$ cat src/rtl/wp_lock_pkg.sv
package wp_lock_pkg;

    typedef enum logic [2:0] {
        WP_TIGHT    = 3'b001,
        WP_LOCKED   = 3'b010,
        WP_UNLOCKED = 3'b100
    } wp_state_e;

    typedef enum logic [1:0] {
        OP_UNLOCK     = 2'd0,
        OP_LOCK       = 2'd1,
        OP_TIGHT      = 2'd2,
        OP_UNLOCK_ALL = 2'd3
    } wp_op_e;

    localparam logic [7:0] CODE_UNLOCK     = 8'h23;
    localparam logic [7:0] CODE_UNLOCK_ALL = 8'h27;
    localparam logic [7:0] CODE_LOCK       = 8'h2A;
    localparam logic [7:0] CODE_TIGHT      = 8'h2C;

endpackage

$ cat src/rtl/wp_state_array.sv
module wp_state_array
    import wp_lock_pkg::*;
#(
    parameter int NUM_BLOCKS = 12,
    parameter int IDX_W      = 4,
    parameter int NUM_RD     = 2
) (
    input  logic             clk,
    input  logic             rst_n,
    input  logic             wr_en,
    input  logic [IDX_W-1:0] wr_idx,
    input  logic [2:0]       wr_state,
    input  logic [IDX_W-1:0] rd_idx   [NUM_RD],
    output logic [2:0]       rd_state [NUM_RD]
);

    logic [2:0] st_q [NUM_BLOCKS];

    always_ff @(posedge clk or negedge rst_n) begin
        if (!rst_n) begin
            for (int i = 0; i < NUM_BLOCKS; i++) begin
                st_q[i] <= WP_LOCKED;
            end
        end else if (wr_en && (int'(wr_idx) < NUM_BLOCKS)) begin
            st_q[wr_idx] <= wr_state;
        end
    end

    // one combinational read port per consumer
    for (genvar p = 0; p < NUM_RD; p++) begin : g_rd
        always_comb begin
            rd_state[p] = 3'b000;
            if (int'(rd_idx[p]) < NUM_BLOCKS) begin
                rd_state[p] = st_q[rd_idx[p]];
            end
        end
    end

endmodule

$ cat src/rtl/wp_walk_ctrl.sv
module wp_walk_ctrl
    import wp_lock_pkg::*;
#(
    parameter int NUM_BLOCKS = 12,
    parameter int IDX_W      = 4
) (
    input  logic             clk,
    input  logic             rst_n,
    input  logic             cmd_valid,
    input  logic [7:0]       cmd_code,
    input  logic [IDX_W-1:0] win_start,
    input  logic [IDX_W-1:0] win_end,
    input  logic [2:0]       cur_state,
    output logic [IDX_W-1:0] walk_idx,
    output logic             wr_en,
    output logic [2:0]       wr_state,
    output logic             busy,
    output logic             done,
    output logic             cmd_err,
    output logic             irq,
    output logic [2:0]       wp_status
);

    localparam logic [IDX_W-1:0] LAST_IDX = IDX_W'(NUM_BLOCKS - 1);

    typedef struct packed {
        logic             busy;
        wp_op_e           op;
        logic [IDX_W-1:0] idx;
        logic [IDX_W-1:0] last;
        logic             done;
        logic             err;
        logic             irq;
        logic [2:0]       wp;
    } walk_t;

    walk_t  walk_d, walk_q;
    wp_op_e dec_op;
    logic   dec_ok;
    logic   finish;
    logic [2:0] new_state;

    always_comb begin
        dec_ok = 1'b1;
        dec_op = OP_LOCK;
        unique case (cmd_code)
            CODE_UNLOCK:     dec_op = OP_UNLOCK;
            CODE_UNLOCK_ALL: dec_op = OP_UNLOCK_ALL;
            CODE_LOCK:       dec_op = OP_LOCK;
            CODE_TIGHT:      dec_op = OP_TIGHT;
            default:         dec_ok = 1'b0;
        endcase

        unique case (walk_q.op)
            OP_LOCK:  new_state = WP_LOCKED;
            OP_TIGHT: new_state = WP_TIGHT;
            default:  new_state = WP_UNLOCKED;
        endcase

        walk_d      = walk_q;
        walk_d.done = 1'b0;
        wr_en       = 1'b0;
        finish      = 1'b0;

        if (!walk_q.busy) begin
            if (cmd_valid && dec_ok) begin
                walk_d.busy = 1'b1;
                walk_d.op   = dec_op;
                walk_d.err  = 1'b0;
                walk_d.irq  = 1'b0;
                walk_d.idx  = (dec_op == OP_UNLOCK_ALL) ? '0 : win_start;
                walk_d.last = (dec_op == OP_UNLOCK_ALL) ? LAST_IDX : win_end;
            end
        end else begin
            if (walk_q.idx > walk_q.last) begin
                finish = 1'b1;                      // empty window
            end else if (int'(walk_q.idx) >= NUM_BLOCKS) begin
                walk_d.err = 1'b1;
                finish     = 1'b1;
            end else if ((walk_q.op != OP_TIGHT) && (cur_state == WP_TIGHT)) begin
                finish = 1'b1;                      // barrier reached
            end else begin
                if (!((walk_q.op == OP_TIGHT) && (cur_state == WP_UNLOCKED))) begin
                    wr_en     = 1'b1;
                    walk_d.wp = new_state;
                end
                if (walk_q.idx == walk_q.last) begin
                    finish = 1'b1;
                end else begin
                    walk_d.idx = walk_q.idx + 1'b1;
                end
            end
            if (finish) begin
                walk_d.busy = 1'b0;
                walk_d.done = 1'b1;
                walk_d.irq  = 1'b1;
            end
        end
    end

    always_ff @(posedge clk or negedge rst_n) begin
        if (!rst_n) begin
            walk_q      <= '0;
            walk_q.op   <= OP_LOCK;
            walk_q.wp   <= WP_LOCKED;
        end else begin
            walk_q <= walk_d;
        end
    end

    assign walk_idx  = walk_q.idx;
    assign wr_state  = new_state;
    assign busy      = walk_q.busy;
    assign done      = walk_q.done;
    assign cmd_err   = walk_q.err;
    assign irq       = walk_q.irq;
    assign wp_status = walk_q.wp;

endmodule

$ cat src/rtl/wp_lock_ctrl.sv
module wp_lock_ctrl
    import wp_lock_pkg::*;
#(
    parameter int NUM_BLOCKS = 12,
    parameter int DATA_W     = 16,
    localparam int IDX_W     = (NUM_BLOCKS > 1) ? $clog2(NUM_BLOCKS) : 1
) (
    input  logic              clk,
    input  logic              rst_n,
    input  logic              start_wr,
    input  logic              end_wr,
    input  logic [DATA_W-1:0] wdata,
    input  logic              cmd_valid,
    input  logic [7:0]        cmd_code,
    input  logic [IDX_W-1:0]  lookup_idx,
    output logic [2:0]        lookup_state,
    output logic [IDX_W-1:0]  start_addr,
    output logic [IDX_W-1:0]  end_addr,
    output logic [2:0]        wp_status,
    output logic              busy,
    output logic              done,
    output logic              cmd_err,
    output logic              irq
);

    typedef struct packed {
        logic [IDX_W-1:0] start;
        logic [IDX_W-1:0] stop;
    } win_t;

    win_t win_d, win_q;

    logic             wr_en;
    logic [2:0]       wr_state;
    logic [IDX_W-1:0] walk_idx;
    logic [IDX_W-1:0] rd_idx   [2];
    logic [2:0]       rd_state [2];

    always_comb begin
        win_d = win_q;
        if (!busy) begin
            if (start_wr) begin
                win_d.start = wdata[IDX_W-1:0];
                win_d.stop  = wdata[IDX_W-1:0];
            end else if (end_wr) begin
                win_d.stop = wdata[IDX_W-1:0];
            end
        end
    end

    always_ff @(posedge clk or negedge rst_n) begin
        if (!rst_n) begin
            win_q <= '0;
        end else begin
            win_q <= win_d;
        end
    end

    assign rd_idx[0] = walk_idx;
    assign rd_idx[1] = lookup_idx;

    wp_state_array #(
        .NUM_BLOCKS (NUM_BLOCKS),
        .IDX_W      (IDX_W),
        .NUM_RD     (2)
    ) u_array (
        .clk      (clk),
        .rst_n    (rst_n),
        .wr_en    (wr_en),
        .wr_idx   (walk_idx),
        .wr_state (wr_state),
        .rd_idx   (rd_idx),
        .rd_state (rd_state)
    );

    wp_walk_ctrl #(
        .NUM_BLOCKS (NUM_BLOCKS),
        .IDX_W      (IDX_W)
    ) u_walk (
        .clk       (clk),
        .rst_n     (rst_n),
        .cmd_valid (cmd_valid),
        .cmd_code  (cmd_code),
        .win_start (win_q.start),
        .win_end   (win_q.stop),
        .cur_state (rd_state[0]),
        .walk_idx  (walk_idx),
        .wr_en     (wr_en),
        .wr_state  (wr_state),
        .busy      (busy),
        .done      (done),
        .cmd_err   (cmd_err),
        .irq       (irq),
        .wp_status (wp_status)
    );

    assign lookup_state = rd_state[1];
    assign start_addr   = win_q.start;
    assign end_addr     = win_q.stop;

endmodule

$ cat config.mk
export PLATFORM = sky130hd
export DESIGN_NAME = wp_lock_ctrl
export DESIGN_NICKNAME = d
export VERILOG_FILES = /design/src/rtl/wp_lock_pkg.sv /design/src/rtl/wp_state_array.sv /design/src/rtl/wp_walk_ctrl.sv /design/src/rtl/wp_lock_ctrl.sv
export SDC_FILE = /design/constraint.sdc
export NUM_CORES = 1
export LEC_CHECK = 0
export ABC_CLOCK_PERIOD_IN_PS = 4300
export CORE_AREA = 3 3 105 107
export CTS_BUF_LIST = sky130_fd_sc_hd__clkbuf_4 sky130_fd_sc_hd__clkbuf_8
export DETAILED_ROUTE_END_ITERATION = 10
export DIE_AREA = 0 0 108 110
export DONT_BUFFER_PORTS = 1
export GPL_TIMING_DRIVEN = 0
export PLACE_DENSITY_LB_ADDON = 0.08
export SYNTH_ARGS = -nofsm -noshare
export SYNTH_HDL_FRONTEND = slang
export SYNTH_HIERARCHICAL = 1
export SYNTH_SLANG_ARGS = --single-unit
$ cat constraint.sdc
create_clock -name clk -period 4.3 [get_ports clk]
set_clock_uncertainty 0.05 [all_clocks]
set_input_delay 0.645 -clock clk [delete_from_list [all_inputs] [get_ports clk]]
set_output_delay 0.645 -clock clk [all_outputs]
set_load 0.01 [all_outputs]
==> results of run 1 <==
[synthesized netlist by cell type (all sizes together)]
library cell,count
a22oi,7
nand3b,2
and3b,2
nor4bb,1
and4bb,2
a41oi,1
nor4b,2
dfstp,14
a32oi,1
o211ai,2
mux2,47
a211oi,1
o21ai,10
or3,2
and2b,4
inv,18
nand4,3
a32o,2
and2,2
nand3,4
nand4b,1
a311o,1
a21o,3
buf,12
mux4,18
nor3,1
or4b,1
a31oi,2
o21bai,2
ha,8
or2,1
nor3b,3
or3b,1
nand2,6
a21oi,9
dfrtp,47
xor2,1
clkbuf,4
nor2,11
a21boi,1
o21ba,1
nor2b,2
nand2b,7
[flip-flops by register name (all words and copies together), names as in the netlist]
name and count:
end_addr 4, start_addr 4, u_array/st_q 36, u_walk/busy 1, u_walk/cmd_err 1, u_walk/done 1
u_walk/irq 1, u_walk/walk_idx 4, u_walk/walk_q 6, u_walk/wp_status 3
[routing by layer]
layer / share of wire (%) / wire length, um / up-vias / global-route usage (%)
met5: 0 / 0 / - / 0
met4: 1.0 / 80 / 0 / 4.06
met3: 4.6 / 359 / 6 / 4.48
met2: 49 / 3780 / 46 / 22.9
met1: 46 / 3530 / 1144 / 18.9
li1: - / - / 1036 / -
[layout by cell type, fill, tap and decap left out, types with 4 or more instances in the layout]
cell type	count
inv_1	18
nand2_1	6
a22oi_1	7
mux2_2	39
dfstp_2	14
nor2_1	11
nand2b_1	7
mux4_2	4
ha_1	8
dfrtp_1	47
mux2_4	6
clkbuf_8	11
mux4_1	14
a21oi_1	9
o21ai_1	7
buf_4	7
nand3_1	4
[power by group through the flow]
stage / combinational [mW] / sequential, mW / clock, mW
3_5_place_dp: 0.245 / 0.656 / 0
6_report: 0.256 / 0.643 / 0.588
5_1_grt: 0.289 / 0.651 / 0.636
3_3_place_gp: 0.245 / 0.655 / 0
2_1_floorplan: 0.200 / 0.645 / 0
4_1_cts: 0.259 / 0.645 / 0.609
[cells by family (layout without fill, tap and decap cells)]
| family | Yosys count | in the layout | share of synthesized area [%] |
|---|---|---|---|
| buf+inv | 34 | 51 | 5.04 |
| flops | 61 | 61 | 43.8 |
| simple gates | 58 | 58 | 10.8 |
| xor+xnor | 1 | 1 | 0.249 |
| mux | 65 | 65 | 28.6 |
| fa+ha+maj | 8 | 8 | 2.84 |
| compound gates | 43 | 43 | 8.59 |
[worst max-delay path, delay by kind of cell (launching register included)]
| kind | cells | cell delay (ns) |
|---|---|---|
| muxes | 2 | 0.74 |
| DFF | 1 | 0.43 |
| buffers and inverters | 2 | 0.47 |
| AOI/OAI and AO/OA | 3 | 0.55 |
| and+or+nand+nor | 4 | 1.40 |
[how the worst max path moves through the flow]
stage                       end  depth (start not counted)
6_report       u_array/st_q[24]                         11
5_1_grt        u_array/st_q[24]                         11
3_3_place_gp   u_array/st_q[24]                         11
3_5_place_dp   u_array/st_q[24]                         11
4_1_cts        u_array/st_q[24]                         11
2_1_floorplan  u_array/st_q[24]                         11
[repair_timing]
action                                 4_1_cts  5_1_grt
hold buffers                                 1        0
setup buffers                                0        0
endpoints found under the hold margin       47        0
[layout make-up]
cell class	count	area share (%)
Multi-Input combinational cell	175	45.6
Timing Repair Buffer	1	0.696
Buffer	16	2.78
Inverter	18	1.71
Tap cell	136	4.30
Clock inverter	5	2.09
Sequential cell	61	39.0
Clock buffer	11	3.83
==> summary.txt, run 1 <==
CTS
  – Total CTS buffers: 9
  – Worst skew pair latency: roughly 0.35 ns
  – Post-cts gate resize count: 0
  – CTS Root Cell: clkbuf_8
  – Total clock sinks: 61
  – CTS tree: built
  – Clock Pin Slew Worst Setup and Hold Paths: 0.07 ns
  – H-tree level count: 3
  – Max clock buf depth: 2

Final layout
  – Register area: 0.00154 mm^2
  – Nets: 323
  – Fin area: 0.00396 mm^2
  – Multi-input logic area: 0.00180 mm^2
  – Antenna cells: 0
  – Final Non-Filler Cells: 423
  – Area grow syn2layout: 12.2%
  – Layout Utilization: 38.7%
  – Share of cells above drive strength 1: 36.2%
  – # fillers: just over 1,000

Power and ir drop
  – Power Total: 1.49 mW
  – Static leakage: 1.79 nW
  – Power Dens Cells: 376 mW/mm^2
  – Logic pwr share: 17.2%
  – Clock Power Share: about two fifths
  – Switching Fraction: 26.9%
  – Net Switching: 400 uW
  – Pint: between 1 and 1.5 mW
  – Peak supply drop: 0.189 mV
  – Sequential Power Share: between 40 and 50%

Timing
  – Final hold vios: 0
  – Worst Max-Slew Pin Slew: 0.534 ns
  – Period Utilization, post-route: 87.4%
  – Rel. slew slack: between 60% and 70%
  – Final setup viols: 0
  – Minimum hold slack: 0.0927 ns
  – RSZ-0062 raised after global routing: false
  – Setup WS post-layout: roughly 0.54 ns
  – F_max: 266 MHz
  – Tmin final: 3.76 ns
  – Fin. max-slew vios: 0
  – Setup_tns: 0 ns

GRT
  – GRT Total Usage: about 14%
  – Initial antenna violation count: 0
  – Global route overflow: 0
  – First-pass GRT wire length: around 13 mm
  – Vias in the first global route: 2,327
  – Largest net degree at the start of global routing: 48

Logic synthesis
  – Yosys warns: 6
  – Synth area leader: dfrtp_1
  – Share of Yosys cell area claimed by the top area cell type: 33.4%
  – Cell count after synthesis: 270
  – Synth Net Count: 311
  – Seq/Total Area, Yosys: ~44%
  – Post-Syn Area: 0.00352 mm^2
  – Synth top area cells: dfrtp_1, mux2_2, dfstp_2
  – Post-Syn Area per Cell: 13.1 um^2
  – Unique cell type count in the Yosys netlist: 57
  – Synth Register Bits: 61

Place
  – IO buf count: 0
  – Post-DP HPWL: 5.66 mm
  – Pre-CTS WS: 0.540 ns
  – Post-DP Area: 0.00369 mm^2
  – Final Wtd Congestion: 0.748
  – Placed cells: 406

Critical path
  – Largest fanout on the critical path: 7
  – Crit. Startpoint: u_walk/walk_idx[3]
  – Worst setup SP type: flop
  – Crit-path cells: buf_4, buf_1, mux4_2, a22oi_1, o21ai_1, nor4b_1, a21oi_1, and4bb_1, nor3b_1, and2b_1, mux2_2
  – R2R Setup Slk: 0.54 ns
  – Worst Path Required: 4.48 ns
  – Critical path type: flop to flop
  – Crit. End Element: flop
  – Max incr delay on CP: 0.51 ns
  – CP arrival: between 3 and 4 ns
  – Reg2Reg Depth: 11
  – R2r startpoint: u_walk/walk_idx[3]
  – CP max-delay cell: nor3b_1
  – Worst r2r dst: u_array/st_q[24]

Routing
  – Final ANT Viol Nets: 0
  – Wire per inst: around 18 um
  – Pre-antenna DRT Iters: 5
  – Vias post-DR: 2,232
  – Vias per inst: 5.28
  – Residual DRC: 0
  – DRT Wirelength: 7.74 mm
  – Initial drt markers: 70

Run status
  – Status: finished, final reports clean

Floorplan
  – Die extent in y: 110 um
  – Io pins: 51
  – Die area: 0.0119 mm^2
  – Initial core utilization: 34.5%
  – Die extent in x: 108 um
  – Core Area: roughly 0.01 mm^2
  – FP Rows: 37

Run
  – Max cap viols: 0

Worst hold path
  – Worst hold path type: primary input to asynchronous set/reset pin
(Power assumes the default switching activity.)
==> run 2: changes to the inputs <==
--- a/config.mk
+++ b/config.mk
@@ -8,11 +8,13 @@
 export ABC_CLOCK_PERIOD_IN_PS = 4300
 export CORE_AREA = 3 3 105 107
 export CTS_BUF_LIST = sky130_fd_sc_hd__clkbuf_4 sky130_fd_sc_hd__clkbuf_8
+export CTS_CLUSTER_SIZE = 14
 export DETAILED_ROUTE_END_ITERATION = 10
 export DIE_AREA = 0 0 108 110
 export DONT_BUFFER_PORTS = 1
 export GPL_TIMING_DRIVEN = 0
 export PLACE_DENSITY_LB_ADDON = 0.08
+export SKIP_CTS_REPAIR_TIMING = 1
 export SYNTH_ARGS = -nofsm -noshare
 export SYNTH_HDL_FRONTEND = slang
 export SYNTH_HIERARCHICAL = 1
==> run 2 against run 1 <==
Compared with the run above: cell count did not move; sequential share of layout area unchanged; global-route usage decreased by 0.16 points; register-to-register slack better by 0.02 ns; first-iteration DRC count decreased by 7.1%; sequential power about the same; critical endpoint unchanged.
==> summary.txt, run 2 (synthesis gave the netlist of run 1 again) <==
Critical path
  – Crit. End Element: flop
  – Worst setup SP type: flop
  – Largest fanout on the critical path: 7
  – CP arrival: 3.92 ns
  – Critical path type: flop to flop
  – Worst Path Required: 4.48 ns

Place
  – IO buf count: 0
  – Post-DP HPWL: 5.66 mm
  – Final Wtd Congestion: ~0.75

CTS
  – Max clock buf depth: 2
  – CTS Root Cell: clkbuf_8
  – Clock Pin Slew Worst Setup and Hold Paths: 0.07 ns
  – CTS tree: built
  – Total clock sinks: 61
  – Total CTS buffers: 9
  – H-tree level count: 3
  – Worst skew pair latency: 0.34 ns

Routing
  – Initial drt markers: 65
  – Pre-antenna DRT Iters: 4
  – Final ANT Viol Nets: 0
  – Vias post-DR: between 2,000 and 2,500
  – DRT Wirelength: 7.74 mm
  – Wire per inst: 18.3 um
  – Residual DRC: 0
  – Vias per inst: 5.31

Timing
  – Setup_tns: 0 ns
  – Worst Max-Slew Pin Slew: 0.514 ns
  – F_max: 267 MHz
  – Tmin final: 3.74 ns
  – Rel. slew slack: 65.7%
  – Period Utilization, post-route: 87.0%
  – Final setup viols: 0
  – RSZ-0062 raised after global routing: false
  – Fin. max-slew vios: 0
  – Final hold vios: 0

GRT
  – Initial antenna violation count: 0
  – GRT Total Usage: 14.2%
  – Largest net degree at the start of global routing: 62
  – Vias in the first global route: 2,326
  – First-pass GRT wire length: approximately 13 mm
  – Global route overflow: 0

Final layout
  – Register area: about 0.0015 mm^2
  – Nets: 323
  – Layout Utilization: between 30% and 40%
  – Share of cells above drive strength 1: between 30% and 40%
  – Largest Register: u_array/st_q
  – Multi-input logic area: 0.00180 mm^2
  – Commonest non-fill, non-tap cell in the layout: dfrtp_1
  – Area grow syn2layout: 12.2%
  – # fillers: 1,006
  – Commonest cells after routing, fill and taps aside: dfrtp_1, mux2_2, inv_1
  – Largest register FFs: 36
  – Top Registers: u_array/st_q x36, u_walk/walk_q x6
  – Antenna cells: 0

Floorplan
  – FP Rows: 37
  – Io pins: 51
  – Core Area: 0.0102 mm^2
  – Die area: 0.0119 mm^2
  – Die extent in y: 110 um
  – Initial core utilization: 34.5%
  – Die extent in x: 108 um

Run status
  – Status: finished, final reports clean

Power and ir drop
  – Power Dens Cells: approximately 380 mW/mm^2
  – Static leakage: 1.79 nW
  – Peak supply drop: 0.189 mV

Run
  – Max cap viols: 0

Worst hold path
  – Worst hold path type: primary input to asynchronous set/reset pin
==> run 2: cell counts in the layout (fill, tap and decap cells not counted) <==
Identical to the previous run, type by type.
==> run 2: critical path: stages (launching register included) <==
cell      delay [ns]
dfrtp_1         0.43
buf_4           0.16
buf_1           0.31
mux4_2          0.38
a22oi_1         0.25
o21ai_1         0.12
nor4b_1         0.17
a21oi_1         0.18
and4bb_1        0.41
nor3b_1         0.49
and2b_1         0.31
mux2_2          0.36
==> run 2: metal layers <==
| metal | up-vias | wire (um) | track usage (%) |
|---|---|---|---|
| li1 | 1037 | - | - |
| met1 | 1153 | 3550 | 18.7 |
| met2 | 49 | 3740 | 22.2 |
| met3 | 7 | 338 | 4.48 |
| met4 | 0 | 112 | 4.60 |
| met5 | - | 0 | 0 |
==> run 2: final timing paths <==
check	startpoint	end	slack (ns)	cells after the start
worst max-delay path	u_walk/walk_idx[3]	u_array/st_q[24]	0.56	11
worst min-delay path	rst_n	u_walk/walk_q[14]	0.1	0
worst max register to register	u_walk/walk_idx[3]	u_array/st_q[24]	0.56	11
worst min register to register	u_walk/wp_status[0]	u_walk/wp_status[0]	0.46	1
max in group asynchronous	rst_n	u_array/st_q[29]	3.87	1
min in group clk	cmd_code[0]	u_walk/walk_q[14]	0.31	1
==> run 2: where the power goes <==
group          switching [mW]  internal, mW
clock                   0.230         0.358
combinational           0.133         0.123
sequential             0.0366         0.607
==> run 2: layout make-up <==
type,instances,area share (%)
Tap cell,136,4.30
Sequential cell,61,39.0
Buffer,16,2.78
Clock buffer,11,3.83
Timing Repair Buffer,1,0.696
Multi-Input combinational cell,175,45.6
Clock inverter,5,2.09
Inverter,18,1.71
==> run 2: through the flow <==
stage          power [mW]  instance area [um^2]  hold slack, ns  setup WS (ns)  instances
4_1_cts              1.50                  3930         -0.0795          0.517        422
2_1_floorplan       0.844                  3520           0.299           1.23        270
6_report             1.49                  3960          0.0957          0.560        423
3_3_place_gp        0.899                  3690           0.302          0.485        406
3_5_place_dp        0.900                  3690           0.302          0.540        406
5_1_grt              1.58                  3960          0.0621          0.160        423
